--- config.mk ---
export PLATFORM = sky130hd
export DESIGN_NAME = uart_flow_tx
export DESIGN_NICKNAME = d
export VERILOG_FILES = /design/src/rtl/uft_pkg.sv /design/src/rtl/uft_bit_timer.sv /design/src/rtl/uft_frame_build.sv /design/src/rtl/uft_de_hold.sv /design/src/rtl/uart_flow_tx.sv
export SDC_FILE = /design/constraint.sdc
export NUM_CORES = 1
export LEC_CHECK = 0
export ABC_CLOCK_PERIOD_IN_PS = 1600
export BUFFER_PORTS_ARGS = -buffer_cell sky130_fd_sc_hd__buf_2
export CORE_MARGIN = 5
export CORE_UTILIZATION = 51
export CTS_CLUSTER_SIZE = 20
export DETAILED_ROUTE_END_ITERATION = 10
export HOLD_SLACK_MARGIN = 0.08
export PLACE_DENSITY_LB_ADDON = 0.1
export SLEW_MARGIN = 20
export SYNTH_ARGS = -nofsm -noshare
export SYNTH_HDL_FRONTEND = slang
export SYNTH_SLANG_ARGS = --single-unit
--- constraint.sdc ---
create_clock -name clk -period 1.6 [get_ports clk]
set_input_delay 0.16 -clock clk [delete_from_list [all_inputs] [get_ports clk]]
set_output_delay 0.16 -clock clk [all_outputs]
set_load 0.01 [all_outputs]
--- src/rtl/uft_pkg.sv ---
package uft_pkg;
  localparam int unsigned DATA_MAX = 9;
  localparam int unsigned FRAME_W  = DATA_MAX + 4;
  localparam int unsigned CNT_W    = $clog2(FRAME_W + 1);

  typedef enum logic [1:0] {K_CHAR, K_IDLE, K_BREAK} kind_e;
  typedef enum logic {S_IDLE, S_SEND} st_e;

  function automatic logic [3:0] char_len(input logic [1:0] code);
    case (code)
      2'b10:   return 4'd7;
      2'b01:   return 4'd9;
      default: return 4'd8;
    endcase
  endfunction
endpackage

--- src/rtl/uft_bit_timer.sv ---
module uft_bit_timer #(
  parameter int unsigned OVS = 16
) (
  input  logic clk,
  input  logic rst_n,
  input  logic run,
  input  logic tick,
  output logic bit_done
);
  localparam int unsigned W = (OVS > 1) ? $clog2(OVS) : 1;

  logic [W-1:0] cnt_q, cnt_d;
  logic         at_end;

  assign at_end   = (cnt_q == W'(OVS - 1));
  assign bit_done = run & tick & at_end;

  always_comb begin
    cnt_d = cnt_q;
    if (!run) begin
      cnt_d = '0;
    end else if (tick) begin
      cnt_d = at_end ? '0 : cnt_q + W'(1);
    end
  end

  always_ff @(posedge clk or negedge rst_n) begin
    if (!rst_n) cnt_q <= '0;
    else        cnt_q <= cnt_d;
  end

  // a finished bit restarts the oversample count
  p_bit_wrap_r1: assert property (@(posedge clk) disable iff (!rst_n)
    bit_done |=> (cnt_q == '0));
endmodule

--- src/rtl/uft_frame_build.sv ---
module uft_frame_build
  import uft_pkg::*;
(
  input  kind_e                kind,
  input  logic [1:0]           len_code,
  input  logic [DATA_MAX-1:0]  data,
  output logic [FRAME_W-1:0]   pattern,
  output logic [CNT_W-1:0]     nbits
);
  logic [3:0] n;

  assign n = char_len(len_code);

  always_comb begin
    pattern = '1;
    nbits   = CNT_W'(n) + CNT_W'(2);
    case (kind)
      K_CHAR: begin
        pattern[0] = 1'b0;
        for (int i = 0; i < int'(DATA_MAX); i++) begin
          if (i < int'(n)) pattern[i+1] = data[i];
        end
      end
      K_BREAK: begin
        for (int i = 0; i < int'(FRAME_W); i++) begin
          if (i < int'(n) + 2) pattern[i] = 1'b0;
        end
        nbits = CNT_W'(n) + CNT_W'(4);
      end
      default: ;
    endcase
  end
endmodule

--- src/rtl/uft_de_hold.sv ---
module uft_de_hold #(
  parameter int unsigned OVS = 16
) (
  input  logic clk,
  input  logic rst_n,
  input  logic tick,
  input  logic enable,
  input  logic busy,
  input  logic frame_end,
  input  logic rs485_en,
  output logic de
);
  localparam int unsigned W = (OVS > 1) ? $clog2(OVS) : 1;

  logic         hold_q, hold_d;
  logic [W-1:0] hcnt_q, hcnt_d;

  always_comb begin
    hold_d = hold_q;
    hcnt_d = hcnt_q;
    if (frame_end) begin
      hold_d = 1'b1;
      hcnt_d = '0;
    end else if (!enable || busy) begin
      hold_d = 1'b0;
      hcnt_d = '0;
    end else if (hold_q && tick) begin
      if (hcnt_q == W'(OVS - 1)) begin
        hold_d = 1'b0;
        hcnt_d = '0;
      end else begin
        hcnt_d = hcnt_q + W'(1);
      end
    end
  end

  always_ff @(posedge clk or negedge rst_n) begin
    if (!rst_n) begin
      hold_q <= 1'b0;
      hcnt_q <= '0;
    end else begin
      hold_q <= hold_d;
      hcnt_q <= hcnt_d;
    end
  end

  assign de = rs485_en & (busy | hold_q);

  // the tail counter only runs during the hold window
  p_hold_count_r10: assert property (@(posedge clk) disable iff (!rst_n)
    !hold_q |-> (hcnt_q == '0));
endmodule

--- src/rtl/uart_flow_tx.sv ---
module uart_flow_tx
  import uft_pkg::*;
#(
  parameter int unsigned OVS = 16
) (
  input  logic                clk,
  input  logic                rst_n,
  input  logic                tick,
  input  logic                tx_en,
  input  logic [1:0]          len_code,
  input  logic                invert,
  input  logic                rs485_en,
  input  logic                cts,
  input  logic                req_char,
  input  logic                req_idle,
  input  logic                req_brk,
  input  logic [DATA_MAX-1:0] data,
  output logic                ready,
  output logic                tx_out,
  output logic                tx_oe,
  output logic                de
);
  st_e                state_q, state_d;
  logic [FRAME_W-1:0] sh_q, sh_d;
  logic [CNT_W-1:0]   left_q, left_d;

  kind_e              kind_sel;
  logic [FRAME_W-1:0] pattern;
  logic [CNT_W-1:0]   nbits;
  logic               busy, accept, bit_done, last_bit, frame_end;

  assign busy      = (state_q == S_SEND);
  assign ready     = tx_en & ~busy & ~cts;
  assign accept    = ready & (req_char | req_idle | req_brk);
  assign kind_sel  = req_brk ? K_BREAK : (req_idle ? K_IDLE : K_CHAR);
  assign last_bit  = (left_q == CNT_W'(1));
  assign frame_end = bit_done & last_bit & tx_en;

  uft_frame_build u_build (
    .kind     (kind_sel),
    .len_code (len_code),
    .data     (data),
    .pattern  (pattern),
    .nbits    (nbits)
  );

  uft_bit_timer #(.OVS(OVS)) u_timer (
    .clk      (clk),
    .rst_n    (rst_n),
    .run      (busy),
    .tick     (tick),
    .bit_done (bit_done)
  );

  uft_de_hold #(.OVS(OVS)) u_de (
    .clk       (clk),
    .rst_n     (rst_n),
    .tick      (tick),
    .enable    (tx_en),
    .busy      (busy),
    .frame_end (frame_end),
    .rs485_en  (rs485_en),
    .de        (de)
  );

  always_comb begin
    state_d = state_q;
    sh_d    = sh_q;
    left_d  = left_q;
    if (!tx_en) begin
      state_d = S_IDLE;
      left_d  = '0;
    end else begin
      case (state_q)
        S_IDLE: begin
          if (accept) begin
            state_d = S_SEND;
            sh_d    = pattern;
            left_d  = nbits;
          end
        end
        S_SEND: begin
          if (bit_done) begin
            if (last_bit) begin
              state_d = S_IDLE;
              left_d  = '0;
            end else begin
              sh_d   = {1'b1, sh_q[FRAME_W-1:1]};
              left_d = left_q - CNT_W'(1);
            end
          end
        end
        default: state_d = S_IDLE;
      endcase
    end
  end

  always_ff @(posedge clk or negedge rst_n) begin
    if (!rst_n) begin
      state_q <= S_IDLE;
      sh_q    <= '1;
      left_q  <= '0;
    end else begin
      state_q <= state_d;
      sh_q    <= sh_d;
      left_q  <= left_d;
    end
  end

  assign tx_out = (busy ? sh_q[0] : 1'b1) ^ invert;
  assign tx_oe  = tx_en;

  // the resting line sits at the stop level
  p_idle_level_r2: assert property (@(posedge clk) disable iff (!rst_n)
    (tx_en && !busy) |-> (tx_out == ~invert));
  // while cts is high an idle transmitter stays idle
  p_cts_blocks_r7: assert property (@(posedge clk) disable iff (!rst_n)
    (cts && !busy) |=> !busy);
  // the driver is keyed for every bit of a frame
  p_de_in_frame_r10: assert property (@(posedge clk) disable iff (!rst_n)
    (rs485_en && busy) |-> de);
  // a frame in flight always has bits left to send
  p_left_live_r1: assert property (@(posedge clk) disable iff (!rst_n)
    busy |-> (left_q != '0));
  // disabling ends the frame on the next edge
  p_disable_idles_r3: assert property (@(posedge clk) disable iff (!rst_n)
    !tx_en |=> !busy);
endmodule

==> reports/metrics.yaml <==
clkPwrFrac_pct: 18.6
yosys.area_share.simple_pct: 17.5
ys_ff_latch: 27
grt_pass1_wl_um: 6540
yosysSeqAreaShare_pct: 40.2
p_sw_uw: 494
wl_um: 4010
num_rows: 21
hp-start: "tx_en"
multi_input_area_um2: 987
antenna_cells: 0
reg2reg_slack_ns: -0.08
async_flop_share_pct: 100
htree_levels: 1
worst_ir_drop_vdd_mv: 0.398
synth_top_area_share_pct: 20.3
p_comb_share_pct: 28.9
drc_errors: 0
post-dp-hpwl_um: 2790
hold_end: "busy"
start_util_pct: 52.0
synth_top_area_cell: "dfrtp_1"
status: "finished, violations left"
cp-start-kind: "flip-flop"
critPathBufInv: 2
clock_latency_ns: 0.33
rsz0062_at_grt: "yes"
syn-num-nets: 203
placed_cell_area_mm2: 0.00198
synthFlopType: "dfrtp_1"
clk_pin_slew_ns: 0.16
setup_slack_ns: -0.0827
die_w_um: 68.1
drt_iter0_markers: 98
synth_edf_count: 0
nFillCells: 290
period_minus_slack_ns: 1.68
io_pins: 25
p_per_area_mw_per_mm2: 777
routedWlPerCell_um: 15.2
seq_area_um2: 693
synth-compound-area-share_pct: 16.0
postSynthCellCount: 172
ctsLongestPathBuffers: 2
vias: 1415
crit_path_max_fanout: 12
grt_start_max_net_pins: 32
intPower_uw: 1200
synth_area_leaders: "dfrtp_1 (20%), dfstp_2 (20%), ha_1 (7.3%), mux2_4 (6.1%), a21oi_1 (3.8%)"
die_h_um: 68.1
crit_path_top_delay_cell: "dfrtp_2"
final_design_area_no_fill_mm2: 0.00218
portBuffers: 24
syn_area_per_cell_um2: 10.0
root_buffer: "clkbuf_4"
sw_frac_of_total_pct: 29.1
timing.max_slew.rel_slack_pct: 59.0
core_area_mm2: 0.00331
crit_family: "simple AND/OR/NAND/NOR gates"
endpoint_kind: "flip-flop"
gp_congestion: 0.817
r2r-end: "sh_q[1]"
critical_path_class: "flip-flop to flip-flop"
synth_warnings: 0
setup_viol: 14
synth_cell_types: 44
die-area_mm2: 0.00464
tightest_slew_ns: 0.615
synthXorXnorAreaFrac_pct: 2.03
dr.pass1.iters: 4
slowest_delay_ns: 0.48
crit_chain: "buf_4 -> or2_1 -> nor3_2 -> a21oi_4 -> buf_12 -> mux2_4"
overflow: 0
skew_ns: 0.00757
hold_path_depth: 3
drv_cap: 0
period_share_pct: 105
crit_arrival_ns: 1.96
r2r_cells: 6
holdWs_ns: 0.0983
syn_to_final_growth_pct: 26.9
drive_above_1_share_pct: 42.7
hold_viol_final: 0
violations: "setup timing"
cts_tree: "yes"
ant_nets: 0
cellLeakagePower_uw: 0.00101
grt_pass1_vias: 1415
crit_required_ns: 1.88
slew_viol_final: 0
nNetsFinal: 250
viasPerCell: 5.36
cts_buffers: 3
grt.total_usage_pct: 18.8
hp-class: "input port to flip-flop"
synth_mux_area_share_pct: 11.6
sequentialPowerShare_pct: 52.5
synth_fa_ha_area_share_pct: 7.27
synth_top_family_by_area: "simple AND/OR/NAND/NOR gates"
antenna_found_initial: 0
cts.sinks: 27
worstReg2RegStart: "busy"
netlist_area_mm2: 0.00172
fmax_mhz: 594
[stage by stage]
| stage | power, uW | worst slack [ns] | util, % | TNS [ns] | cells |
|---|---|---|---|---|---|
| 2_1_floorplan | 1170 | -0.0177 | - | -0.124 | 172 |
| 3_3_place_gp | 1300 | -0.00429 | 59.9 | -0.00995 | 249 |
| 3_5_place_dp | 1320 | -0.0888 | 59.9 | -0.804 | 249 |
| 4_1_cts | 1660 | -0.0584 | 62.8 | -0.543 | 256 |
| 5_1_grt | 1800 | -0.164 | 66.0 | -2.12 | 264 |
| 6_report | 1700 | -0.0827 | 66.0 | -0.913 | 264 |
[layer usage]
layer,vias up,global-route usage [%],part of all wire (%)
met3,4,2.13,1.1
met5,-,0,0
met4,0,6.70,0.77
met2,11,32.5,54
li1,698,-,-
met1,702,24.0,44
[sequential cells by signal, summed over array words and instances, names as in the netlist]
register / flops
u_de.hcnt_q: 4
sh_q: 13
left_q: 4
u_de.hold_q: 1
u_timer.cnt_q: 4
busy: 1
[worst reg2reg max path: cells and delay by family (launching register included)]
family,cells,cell delay (ns)
and+or+nand+nor,2,0.49
DFF,1,0.48
buffers and inverters,2,0.30
muxes,1,0.30
AOI/OAI and AO/OA,1,0.06
[power by group through the flow]
stage	sequential [uW]	combinational, uW	clock (uW)
floorplan	878	291	0
CTS	887	447	326
global route	900	545	352
global placement	891	406	0
detailed placement	896	423	0
finish	891	491	315
[cells in the mapped netlist (2+ instances only)]
cell type,number
mux2_2,3
buf_2,3
mux2_4,7
xor2_1,2
o21ai_0,5
clkbuf_1,3
nor3_2,2
nand2b_1,4
xnor2_1,2
o31ai_1,8
a211oi_1,3
nor3_1,2
dfrtp_1,14
inv_1,8
ha_1,10
nand4_1,2
and2_1,2
nor2b_1,2
a311o_1,2
or3_1,3
mux2i_1,6
nand3_1,3
nor2_1,16
a21oi_1,13
nand2_1,16
dfstp_2,13
[cell families after synthesis]
| family | count (synthesis) |
|---|---|
| mux | 16 |
| xor+xnor | 4 |
| fa+ha+maj | 10 |
| buf+inv | 18 |
| simple gates | 58 |
| compound gates | 39 |
| flops | 27 |
[area by class of cell]
class	instances	share of cell area [%]
Tap cell	46	2.63
Timing Repair Buffer	52	17.7
Clock inverter	1	0.344
Inverter	8	1.37
Clock buffer	3	1.03
Sequential cell	27	31.7
Multi-Input combinational cell	127	45.2
[placed cells by master, fill, tap and decap left out, types with 4 or more instances in the layout]
cell and count:
a21oi_1 13, buf_2 24, buf_4 21, dfrtp_1 13
dfstp_2 13, ha_1 8, inv_1 6, mux2_4 8
mux2i_1 6, nand2_1 16, nand2b_1 4, nor2_1 15
o21ai_0 5, o31ai_1 8
[timing repair]
| action | in CTS | in global routing |
|---|---|---|
| cloned | 0 | 1 |
| hold buffers | 1 | 0 |
| hold endpoints to repair | 14 | 0 |
| resized for setup | 10 | 6 |
| setup buffers | 2 | 7 |
| endpoints found under the setup margin | 15 | 17 |
[worst max path at each step]
stage / from / end / slack [ns] / depth (start not counted)
final: busy / sh_q[1] / -0.08 / 6
after global routing: busy / sh_q[9] / -0.16 / 7
after CTS: left_q[1] / sh_q[3] / -0.06 / 7
after detailed placement: left_q[1] / sh_q[0] / -0.09 / 7
after global placement: left_q[0] / left_q[2] / -0.004 / 5
after floorplan: left_q[1] / sh_q[11] / -0.02 / 7
(Power assumes the default switching activity.)
